**config.mk**
```make
export PLATFORM = sky130hd
export DESIGN_NAME = ocp_resp_ctrl
export DESIGN_NICKNAME = d
export VERILOG_FILES = /design/src/rtl/ocp_pkg.sv /design/src/rtl/ocp_mode_sel.sv /design/src/rtl/ocp_status.sv /design/src/rtl/ocp_restart_timer.sv /design/src/rtl/ocp_resp_fsm.sv /design/src/rtl/ocp_resp_ctrl.sv
export SDC_FILE = /design/constraint.sdc
export NUM_CORES = 1
export LEC_CHECK = 0
export BUFFER_PORTS_ARGS = -buffer_cell sky130_fd_sc_hd__buf_4
export CORE_MARGIN = 2
export CORE_UTILIZATION = 40
export DETAILED_ROUTE_END_ITERATION = 10
export PLACE_DENSITY = 0.69
export SYNTH_ARGS = -nofsm -noshare
export SYNTH_HDL_FRONTEND = slang
export SYNTH_SLANG_ARGS = --single-unit
```
**constraint.sdc**
```tcl
create_clock -name clk -period 1.8 [get_ports clk]
set_input_delay 0.27 -clock clk [delete_from_list [all_inputs] [get_ports clk]]
set_output_delay 0.27 -clock clk [all_outputs]
set_load 0.005 [all_outputs]
```
**src/rtl/ocp_pkg.sv**
```systemverilog
`timescale 1ns/100ps
package ocp_pkg;

   typedef enum logic [1:0] {
      RESP_FLAG   = 2'd0,
      RESP_HICCUP = 2'd1,
      RESP_LATCH  = 2'd2
   } resp_e;

   typedef enum logic [1:0] {
      ST_RUN   = 2'd0,
      ST_WAIT  = 2'd1,
      ST_LATCH = 2'd2
   } state_e;

   // the unused code 11 falls back to flag-only
   function automatic resp_e decode_resp(input logic [1:0] code);
      case (code)
         2'b01:   return RESP_HICCUP;
         2'b10:   return RESP_LATCH;
         default: return RESP_FLAG;
      endcase
   endfunction

endpackage

```
**src/rtl/ocp_mode_sel.sv**
```systemverilog
`timescale 1ns/100ps
module ocp_mode_sel
   import ocp_pkg::*;
#(
   parameter int CODE_W = 2
) (
   input  logic [CODE_W-1:0] resp_reg,
   input  logic              resp_ovr_en,
   input  logic [CODE_W-1:0] resp_pin,
   output resp_e             mode
);

   if (CODE_W != 2) begin : g_bad_code_w
      $error("ocp_mode_sel: CODE_W must be 2");
   end

   logic [CODE_W-1:0] code_sel;

   always_comb begin
      code_sel = resp_ovr_en ? resp_reg : resp_pin;
      mode     = decode_resp(code_sel);
   end

endmodule

```
**src/rtl/ocp_status.sv**
```systemverilog
`timescale 1ns/100ps
module ocp_status #(
   parameter int NCH = 6
) (
   input  logic           clk,
   input  logic           rst_n,
   input  logic [NCH-1:0] chan_oc,
   input  logic           clr_fault,
   output logic           flt_sticky,
   output logic [NCH-1:0] flt_mask,
   output logic           alert_n
);

   if (NCH < 1) begin : g_bad_nch
      $error("ocp_status: NCH must be at least 1");
   end

   logic any_oc;
   assign any_oc = |chan_oc;

   for (genvar i = 0; i < NCH; i++) begin : g_cap
      always_ff @(posedge clk or negedge rst_n) begin
         if (!rst_n)         flt_mask[i] <= 1'b0;
         else if (clr_fault) flt_mask[i] <= chan_oc[i];
         else                flt_mask[i] <= flt_mask[i] | chan_oc[i];
      end


      mask_capture_chk: assert property (@(posedge clk) disable iff (!rst_n)
         chan_oc[i] |=> flt_mask[i]);
   end

   always_ff @(posedge clk or negedge rst_n) begin
      if (!rst_n)         flt_sticky <= 1'b0;
      else if (clr_fault) flt_sticky <= any_oc;
      else if (any_oc)    flt_sticky <= 1'b1;
   end

   assign alert_n = ~flt_sticky;


   sticky_hold_chk: assert property (@(posedge clk) disable iff (!rst_n)
      flt_sticky && !clr_fault |=> flt_sticky);


   clear_chk: assert property (@(posedge clk) disable iff (!rst_n)
      clr_fault && !any_oc |=> !flt_sticky && alert_n);

endmodule

```
**src/rtl/ocp_restart_timer.sv**
```systemverilog
`timescale 1ns/100ps
module ocp_restart_timer #(
   parameter int RESTART_CYC = 50_000_000
) (
   input  logic clk,
   input  logic rst_n,
   input  logic waiting,
   input  logic fault,
   output logic done
);

   if (RESTART_CYC < 1) begin : g_bad_restart
      $error("ocp_restart_timer: RESTART_CYC must be at least 1");
   end

   if (RESTART_CYC == 1) begin : g_nocnt
      assign done = waiting & ~fault;
   end else begin : g_cnt
      localparam int CW = $clog2(RESTART_CYC);
      localparam logic [CW-1:0] LAST = CW'(RESTART_CYC - 1);

      logic [CW-1:0] cnt;

      always_ff @(posedge clk or negedge rst_n) begin
         if (!rst_n)                   cnt <= '0;
         else if (!waiting || fault)   cnt <= '0;
         else if (cnt != LAST)         cnt <= cnt + 1'b1;
         else                          cnt <= '0;
      end

      assign done = waiting & ~fault & (cnt == LAST);


      fault_restart_chk: assert property (@(posedge clk) disable iff (!rst_n)
         waiting && fault |=> cnt == '0);
   end

endmodule

```
**src/rtl/ocp_resp_fsm.sv**
```systemverilog
`timescale 1ns/100ps
module ocp_resp_fsm
   import ocp_pkg::*;
(
   input  logic   clk,
   input  logic   rst_n,
   input  logic   any_oc,
   input  resp_e  mode,
   input  logic   chip_en,
   input  logic   pwm_en,
   input  logic   tmr_done,
   output state_e state,
   output logic   gate_en
);

   state_e state_nxt;
   logic   pwm_en_q;
   logic   pwm_rise;
   logic   stop_now;

   assign pwm_rise = pwm_en & ~pwm_en_q;
   assign stop_now = any_oc & (mode != RESP_FLAG);

   always_comb begin
      state_nxt = state;
      if (!chip_en) begin
         state_nxt = ST_RUN;
      end else begin
         case (state)
            ST_RUN: begin
               if (any_oc && mode == RESP_HICCUP)     state_nxt = ST_WAIT;
               else if (any_oc && mode == RESP_LATCH) state_nxt = ST_LATCH;
            end
            ST_WAIT:  if (tmr_done)             state_nxt = ST_RUN;
            ST_LATCH: if (pwm_rise && !any_oc)  state_nxt = ST_RUN;
            default:                            state_nxt = ST_RUN;
         endcase
      end
   end

   always_ff @(posedge clk or negedge rst_n) begin
      if (!rst_n) begin
         state    <= ST_RUN;
         pwm_en_q <= 1'b0;
      end else begin
         state    <= state_nxt;
         pwm_en_q <= pwm_en;
      end
   end

   assign gate_en = chip_en & pwm_en & (state == ST_RUN) & ~stop_now;


   latch_hold_chk: assert property (@(posedge clk) disable iff (!rst_n)
      state == ST_LATCH && chip_en && !(pwm_en && !pwm_en_q) |=> state == ST_LATCH);


   chip_off_idle_chk: assert property (@(posedge clk) disable iff (!rst_n)
      !chip_en |=> state == ST_RUN);


   flag_run_chk: assert property (@(posedge clk) disable iff (!rst_n)
      state == ST_RUN && mode == RESP_FLAG |=> state == ST_RUN);


   wait_exit_chk: assert property (@(posedge clk) disable iff (!rst_n)
      state == ST_WAIT && any_oc && chip_en |=> state == ST_WAIT);

endmodule

```
**src/rtl/ocp_resp_ctrl.sv**
```systemverilog
`timescale 1ns/100ps
module ocp_resp_ctrl
   import ocp_pkg::*;
#(
   parameter int NCH         = 6,
   parameter int RESTART_CYC = 50_000_000
) (
   input  logic           clk,
   input  logic           rst_n,
   input  logic [NCH-1:0] chan_oc,
   input  logic [1:0]     resp_reg,
   input  logic           resp_ovr_en,
   input  logic [1:0]     resp_pin,
   input  logic           pwm_en,
   input  logic           chip_en,
   input  logic           clr_fault,
   output logic           gate_en,
   output logic           flt_sticky,
   output logic [NCH-1:0] flt_mask,
   output logic           alert_n
);

   if (NCH < 1 || NCH > 64) begin : g_bad_nch
      $error("ocp_resp_ctrl: NCH out of range");
   end

   resp_e  mode;
   state_e state;
   logic   any_oc;
   logic   tmr_done;

   assign any_oc = |chan_oc;

   ocp_mode_sel #(.CODE_W(2)) u_mode (
      .resp_reg    (resp_reg),
      .resp_ovr_en (resp_ovr_en),
      .resp_pin    (resp_pin),
      .mode        (mode)
   );

   ocp_status #(.NCH(NCH)) u_status (
      .clk        (clk),
      .rst_n      (rst_n),
      .chan_oc    (chan_oc),
      .clr_fault  (clr_fault),
      .flt_sticky (flt_sticky),
      .flt_mask   (flt_mask),
      .alert_n    (alert_n)
   );

   ocp_restart_timer #(.RESTART_CYC(RESTART_CYC)) u_timer (
      .clk     (clk),
      .rst_n   (rst_n),
      .waiting (state == ST_WAIT),
      .fault   (any_oc),
      .done    (tmr_done)
   );

   ocp_resp_fsm u_fsm (
      .clk      (clk),
      .rst_n    (rst_n),
      .any_oc   (any_oc),
      .mode     (mode),
      .chip_en  (chip_en),
      .pwm_en   (pwm_en),
      .tmr_done (tmr_done),
      .state    (state),
      .gate_en  (gate_en)
   );

endmodule

```
After elaboration in Yosys (flattened, before gate mapping)

Cells that the tools add are included.

Add/subtract/negate cells: 1
$mul: 0
Divide/modulo/power cells: 0
Order comparisons: 0
Eq/ne operators: 11
Shift-type cells: 0
Mux-type cells: 18
Bitwise gates (word level): 17
Reductions and logical operators: 11

Operators by type and width:

| operator                                              | number |
|---|---|
| two-way mux 26 bit                                    | 2 |
| adder 26 x 1 -> 26 bit, second input constant         | 1 |
| equality test 26 bit, second input constant           | 1 |
| inequality test 26 bit, second input constant         | 1 |
| two-way mux 2 bit                                     | 6 |
| two-way mux 1 bit                                     | 8 |
| AND 1 bit                                             | 7 |
| equality test 2 x 1 -> 1 bit, second input constant   | 3 |
| equality test 2 bit, second input constant            | 3 |
| OR 1 bit                                              | 6 |
| case mux 2 bit (3 select lines)                       | 1 |
| OR reduction 6 bit                                    | 1 |
| inequality test 4 x 2 -> 1 bit, second input constant | 1 |
| NOT 1 bit                                             | 4 |
| case mux 2 bit (2 select lines)                       | 1 |
| nonzero test 2 bit                                    | 2 |
| logical AND 1 bit                                     | 3 |
| inequality test 3 x 2 -> 1 bit, second input constant | 1 |
| inequality test 3 bit, second input constant          | 1 |
| AND reduction 3 bit                                   | 1 |
| zero test 1 bit                                       | 2 |
| zero test 2 bit                                       | 1 |
| logical OR 1 bit                                      | 1 |

Flip-flop bits (word level): 36
Latch bits: 0
RAM bits: 0
Bits in read-only memories: 0
Input port bits: 16
Output and inout port bits: 9
Logic and storage cells: 68
Memories: 0

Depth between registers and ports, before layout

Depth in word-level cells: 9
Mapped depth: 6
Gate-level depth less buffers: 6

By module

From an unflattened synthesis, not the netlist that was laid out.

Cell total of the unflattened synthesis: 192
Area, all modules: 1883.1 µm²

Modules (own cells, without submodules):

| module            | instances | cells each | area each (µm²) | sequential area each (µm²) |
|---|---|---|---|---|
| ocp_restart_timer | 1         | 151        | 1415.1          | 650.6 |
| ocp_status        | 1         | 18         | 252.7           | 175.2 |
| ocp_resp_fsm      | 1         | 13         | 153.9           | 75.1 |
| ocp_mode_sel      | 1         | 6          | 41.3            | 0.0 |
| ocp_resp_ctrl     | 1         | 4          | 20.0            | 0.0 |

Worst setup path after synthesis

OpenSTA, ideal clock, no wires.

Kind: reg2reg
From: reg u_timer.g_cnt.cnt[7]
To: reg u_timer.g_cnt.cnt[11]
Library setup time: 119 ps
Data arrival time: 1795 ps
Data required time: 1681 ps
Setup slack: -114 ps
Stages on the path, launching flop included: 6
Buffers on the path: 1
Period minus slack after synthesis: 1914 ps
Cells stage by stage: dfrtp_1 or4b_1 or4_1 o21ai_4 buf_6 nor2_1

Longest elaborated chain between the ends: 3
Elaborated cells on any way between the ends: 4
Those cells by class: add/sub (1); eq/ne (1); mux (2)

RTL lines:

| what                                                             | RTL line                | text |
|---|---|---|
| start, declared                                                  | ocp_restart_timer.sv:22 | `logic [CW-1:0] cnt;` |
| start signal, assigned                                           | ocp_restart_timer.sv:27 | `else if (cnt != LAST) cnt <= cnt + 1'b1;` |
| adder 26 x 1 -> 26 bit or inequality test 26 bit (tied branches) | ocp_restart_timer.sv:27 |  |
| two-way mux 26 bit *                                             | ocp_restart_timer.sv:27 |  |
| two-way mux 26 bit *                                             | ocp_restart_timer.sv:26 | `else if (!waiting \|\| fault) cnt <= '0;` |

Every way passes the cells marked *; elsewhere a longest branch is shown, timed or not.
A chain may end at the register's enable or synchronous reset.

Final worst setup path

From: reg u_timer.g_cnt.cnt[9]
To: reg u_timer.g_cnt.cnt[12]

The elaborated chain is that of the path after synthesis.

==> results_dict.tcl <==
set metrics [dict create \
    netlist_area_mm2 0.00183 \
    port_buffers 24 \
    ys_types 35 \
    routed_via_density 5.27 \
    grt_use_total 0.180 \
    area_delta_synth_final_pct 30.1 \
    io_pins 25 \
    fp.dieH_um 71.7 \
    overflow 0 \
    peakVddDrop_v 0.000471 \
    status "finished with violations" \
    fillers 400 \
    worstMarginPinSlew_ns 0.462 \
    tritoncts "built" \
    clock_latency_ns 0.29 \
    fin_crit_ns 1.89 \
    cts_root_buf "clkbuf_8" \
    htreeDepth 2 \
    rows 24 \
    path_max_fanout 26 \
    setup_violations 26 \
    met1_length_um 1900 \
    via_count 1549 \
    route.met2.wl_um 1890 \
    fin_skew_ns 0.00561 \
    first_global_vias 1567 \
    maxCapViolCount 0 \
    crit_cells 5 \
    grt_max_degree 37 \
    hold_viol 0 \
    initial_core_util 0.418 \
    antenna_left 0 \
    violations "negative setup slack" \
    wl_um 3990 \
    drive_above_1_share 0.273 \
    syn_nets 207 \
    power.density_mw_per_mm2 691 \
    place_hpwl_um 2860 \
    drtPass1Iterations 4 \
    final_nets 261 \
    clockBufferDepth 2 \
    setup_slack_ns -0.0879 \
    synth-seq-cells 36 \
    grt_pass1_wl_um 7240 \
    gp_congestion 0.753 \
    antenna_found_initial 0 \
    leakage_nw 0.999 \
    multiInputGateArea_um2 873 \
    drcViolationCount 0 \
    final_max_slew_viol_count 0 \
    path_class "reg -> reg" \
    cpPeakStageDelay_ns 0.51 \
    wl_met3_um 126 \
    startpoint_type "flop" \
    cp_slowest_cell "or4b_1" \
    seq_area_frac_synth 0.491 \
    die_x_um 71.7 \
    cts_setup_buffers 0 \
    power_mw 1.65 \
    cts_made_buffers 5 \
    wl_per_cell_um 13.6 \
    coreArea_mm2 0.00438 \
    utilization 0.544 \
    timing.hold.ws_ns 0.0973 \
    reg2reg_depth 5 \
    syn_area_per_cell_um2 9.81 \
    clock-sinks 36 \
    rsz0062_at_grt "yes" \
    top_layer "met4" \
    die_area_mm2 0.00514 \
    fmax_mhz 530 \
    holdPathStages 1 \
    hp-class "in -> reg" \
    cp-end-kind "flop" \
    drt_iter0_markers 73 \
    postSynthCellCount 187 \
    max-slew-margin-rel 0.692 \
    crit_family "simple AND/OR/NAND/NOR gates" \
    clkTransAtPathRegs_ns 0.08 \
    yosysWarnings 0 \
    n_antenna_cell 0 \
    regArea_um2 901 \
    cp.required_ns 1.98 \
    worst-endpoint-arrival_ns 2.07 \
    worstPathCellList "or4b_1, or4_4, o21ai_4, buf_12, nor2_1" \
    worstPathBufferInverterCount 1 \
    fin_crit_sh 1.05 \
]
metrics by stage:
stage | setup slack, ns | TNS (ns) | area [um2] | std cells
4_1_cts | -0.0991 | -2.24 | 2380 | 294
3_3_place_gp | -0.0677 | -1.34 | 2260 | 285
5_1_grt | -0.167 | -3.97 | 2390 | 294
2_1_floorplan | -0.113 | -2.25 | 1840 | 187
6_report | -0.0879 | -2.01 | 2390 | 294
3_5_place_dp | -0.0835 | -1.92 | 2260 | 285
Yosys cell counts:
library cell / instances / area share
inv_1: 12 / 0.025
or2_1: 1 / 0.0034
nor3_1: 7 / 0.019
nand2b_1: 1 / 0.0034
nor4_1: 5 / 0.017
a21oi_1: 10 / 0.027
o21ai_4: 1 / 0.0089
nor3b_1: 1 / 0.0041
ha_1: 4 / 0.027
buf_6: 2 / 0.012
clkbuf_1: 1 / 0.0020
o21ai_0: 6 / 0.016
nand2_1: 8 / 0.016
a21bo_2: 1 / 0.0055
mux2i_1: 2 / 0.011
and4_1: 2 / 0.0096
xor2_1: 1 / 0.0048
nor2_1: 26 / 0.053
nor2b_1: 1 / 0.0034
xnor2_1: 14 / 0.067
nor4b_1: 3 / 0.014
o31ai_1: 2 / 0.0082
or4bb_1: 1 / 0.0061
or4b_1: 1 / 0.0055
nand3b_1: 1 / 0.0041
nand3_1: 10 / 0.027
and3_1: 2 / 0.0068
or3_1: 3 / 0.010
a21o_1: 6 / 0.025
nand4_2: 1 / 0.0068
dfrtp_1: 36 / 0.49
or4_1: 5 / 0.020
nand4_1: 6 / 0.020
a31o_2: 3 / 0.014
a31oi_1: 1 / 0.0034
power breakdown:
group	total [mW]	switching, mW	internal (mW)
sequential	0.833	0.00963	0.823
clock	0.711	0.302	0.410
combinational	0.105	0.0490	0.0557
path summary, 6_finish.rpt:
kind                                       from                    end  slack, ns
min in group asynchronous                 rst_n   u_status.flt_mask[0]       0.48
setup reg to reg           u_timer.g_cnt.cnt[9]  u_timer.g_cnt.cnt[12]      -0.09
max in group asynchronous                 rst_n   u_timer.g_cnt.cnt[1]       0.98
hold / removal                           pwm_en         u_fsm.pwm_en_q        0.1
hold reg to reg            u_status.flt_mask[5]   u_status.flt_mask[5]       0.48
setup / recovery           u_timer.g_cnt.cnt[9]  u_timer.g_cnt.cnt[12]      -0.09
layout make-up:
cell class | instances | area share
inverter | 12 | 0.0189
multi-input combinational | 136 | 0.366
sequential | 36 | 0.378
timing repair buffer | 50 | 0.164
tap | 52 | 0.0273
clock inverter | 3 | 0.0178
clock buffer | 5 | 0.0288
placed cells by master (no fill, tap or decap), drive strengths merged, types with 6 or more instances in the layout:
cell   count
buf       49
dfrtp     36
nor2      26
xnor2     14
inv       12
a21oi     10
nand3     10
nand2      8
nor3       7
nand4      7
o21ai      7
a21o       6
sequential cells by signal, summed over array words and instances, names as in the netlist:
| name | cells |
|---|---|
| u_timer.g_cnt.cnt | 26 |
| u_status.flt_mask | 6 |
| u_fsm.state | 2 |
| u_fsm.pwm_en_q | 1 |
| u_status.flt_sticky | 1 |
cells by family (layout without fill, tap and decap cells):
logic type	after synthesis	in the layout	synth area share
buffers and inverters	15	70	0.0389
XOR/XNOR	15	15	0.0716
flip-flops	36	36	0.491
AND/OR/NAND/NOR	85	85	0.252
multiplexers	2	2	0.0109
adder cells (fa/ha/maj)	4	4	0.0273
AO/OA/AOI/OAI	30	30	0.108
repair_timing:
action,CTS,global route
endpoints found under the setup margin,26,27
cloned,0,0
endpoints found under the hold margin,36,0
hold buffers,1,0
gates resized for setup,1,1
routing by layer:
| metal | up-vias | global-route usage |
|---|---|---|
| met3 | 9 | 0.0422 |
| met2 | 17 | 0.277 |
| met1 | 752 | 0.248 |
| met4 | 0 | 0.0671 |
| met5 | - | 0 |
| li1 | 771 | - |
worst register-to-register path: stages, from the launching register on:
cell     delay, ns
dfrtp_1       0.38
or4b_1        0.51
or4_4         0.44
o21ai_4       0.19
buf_12        0.19
nor2_1        0.08
(Power assumes the default switching activity.)
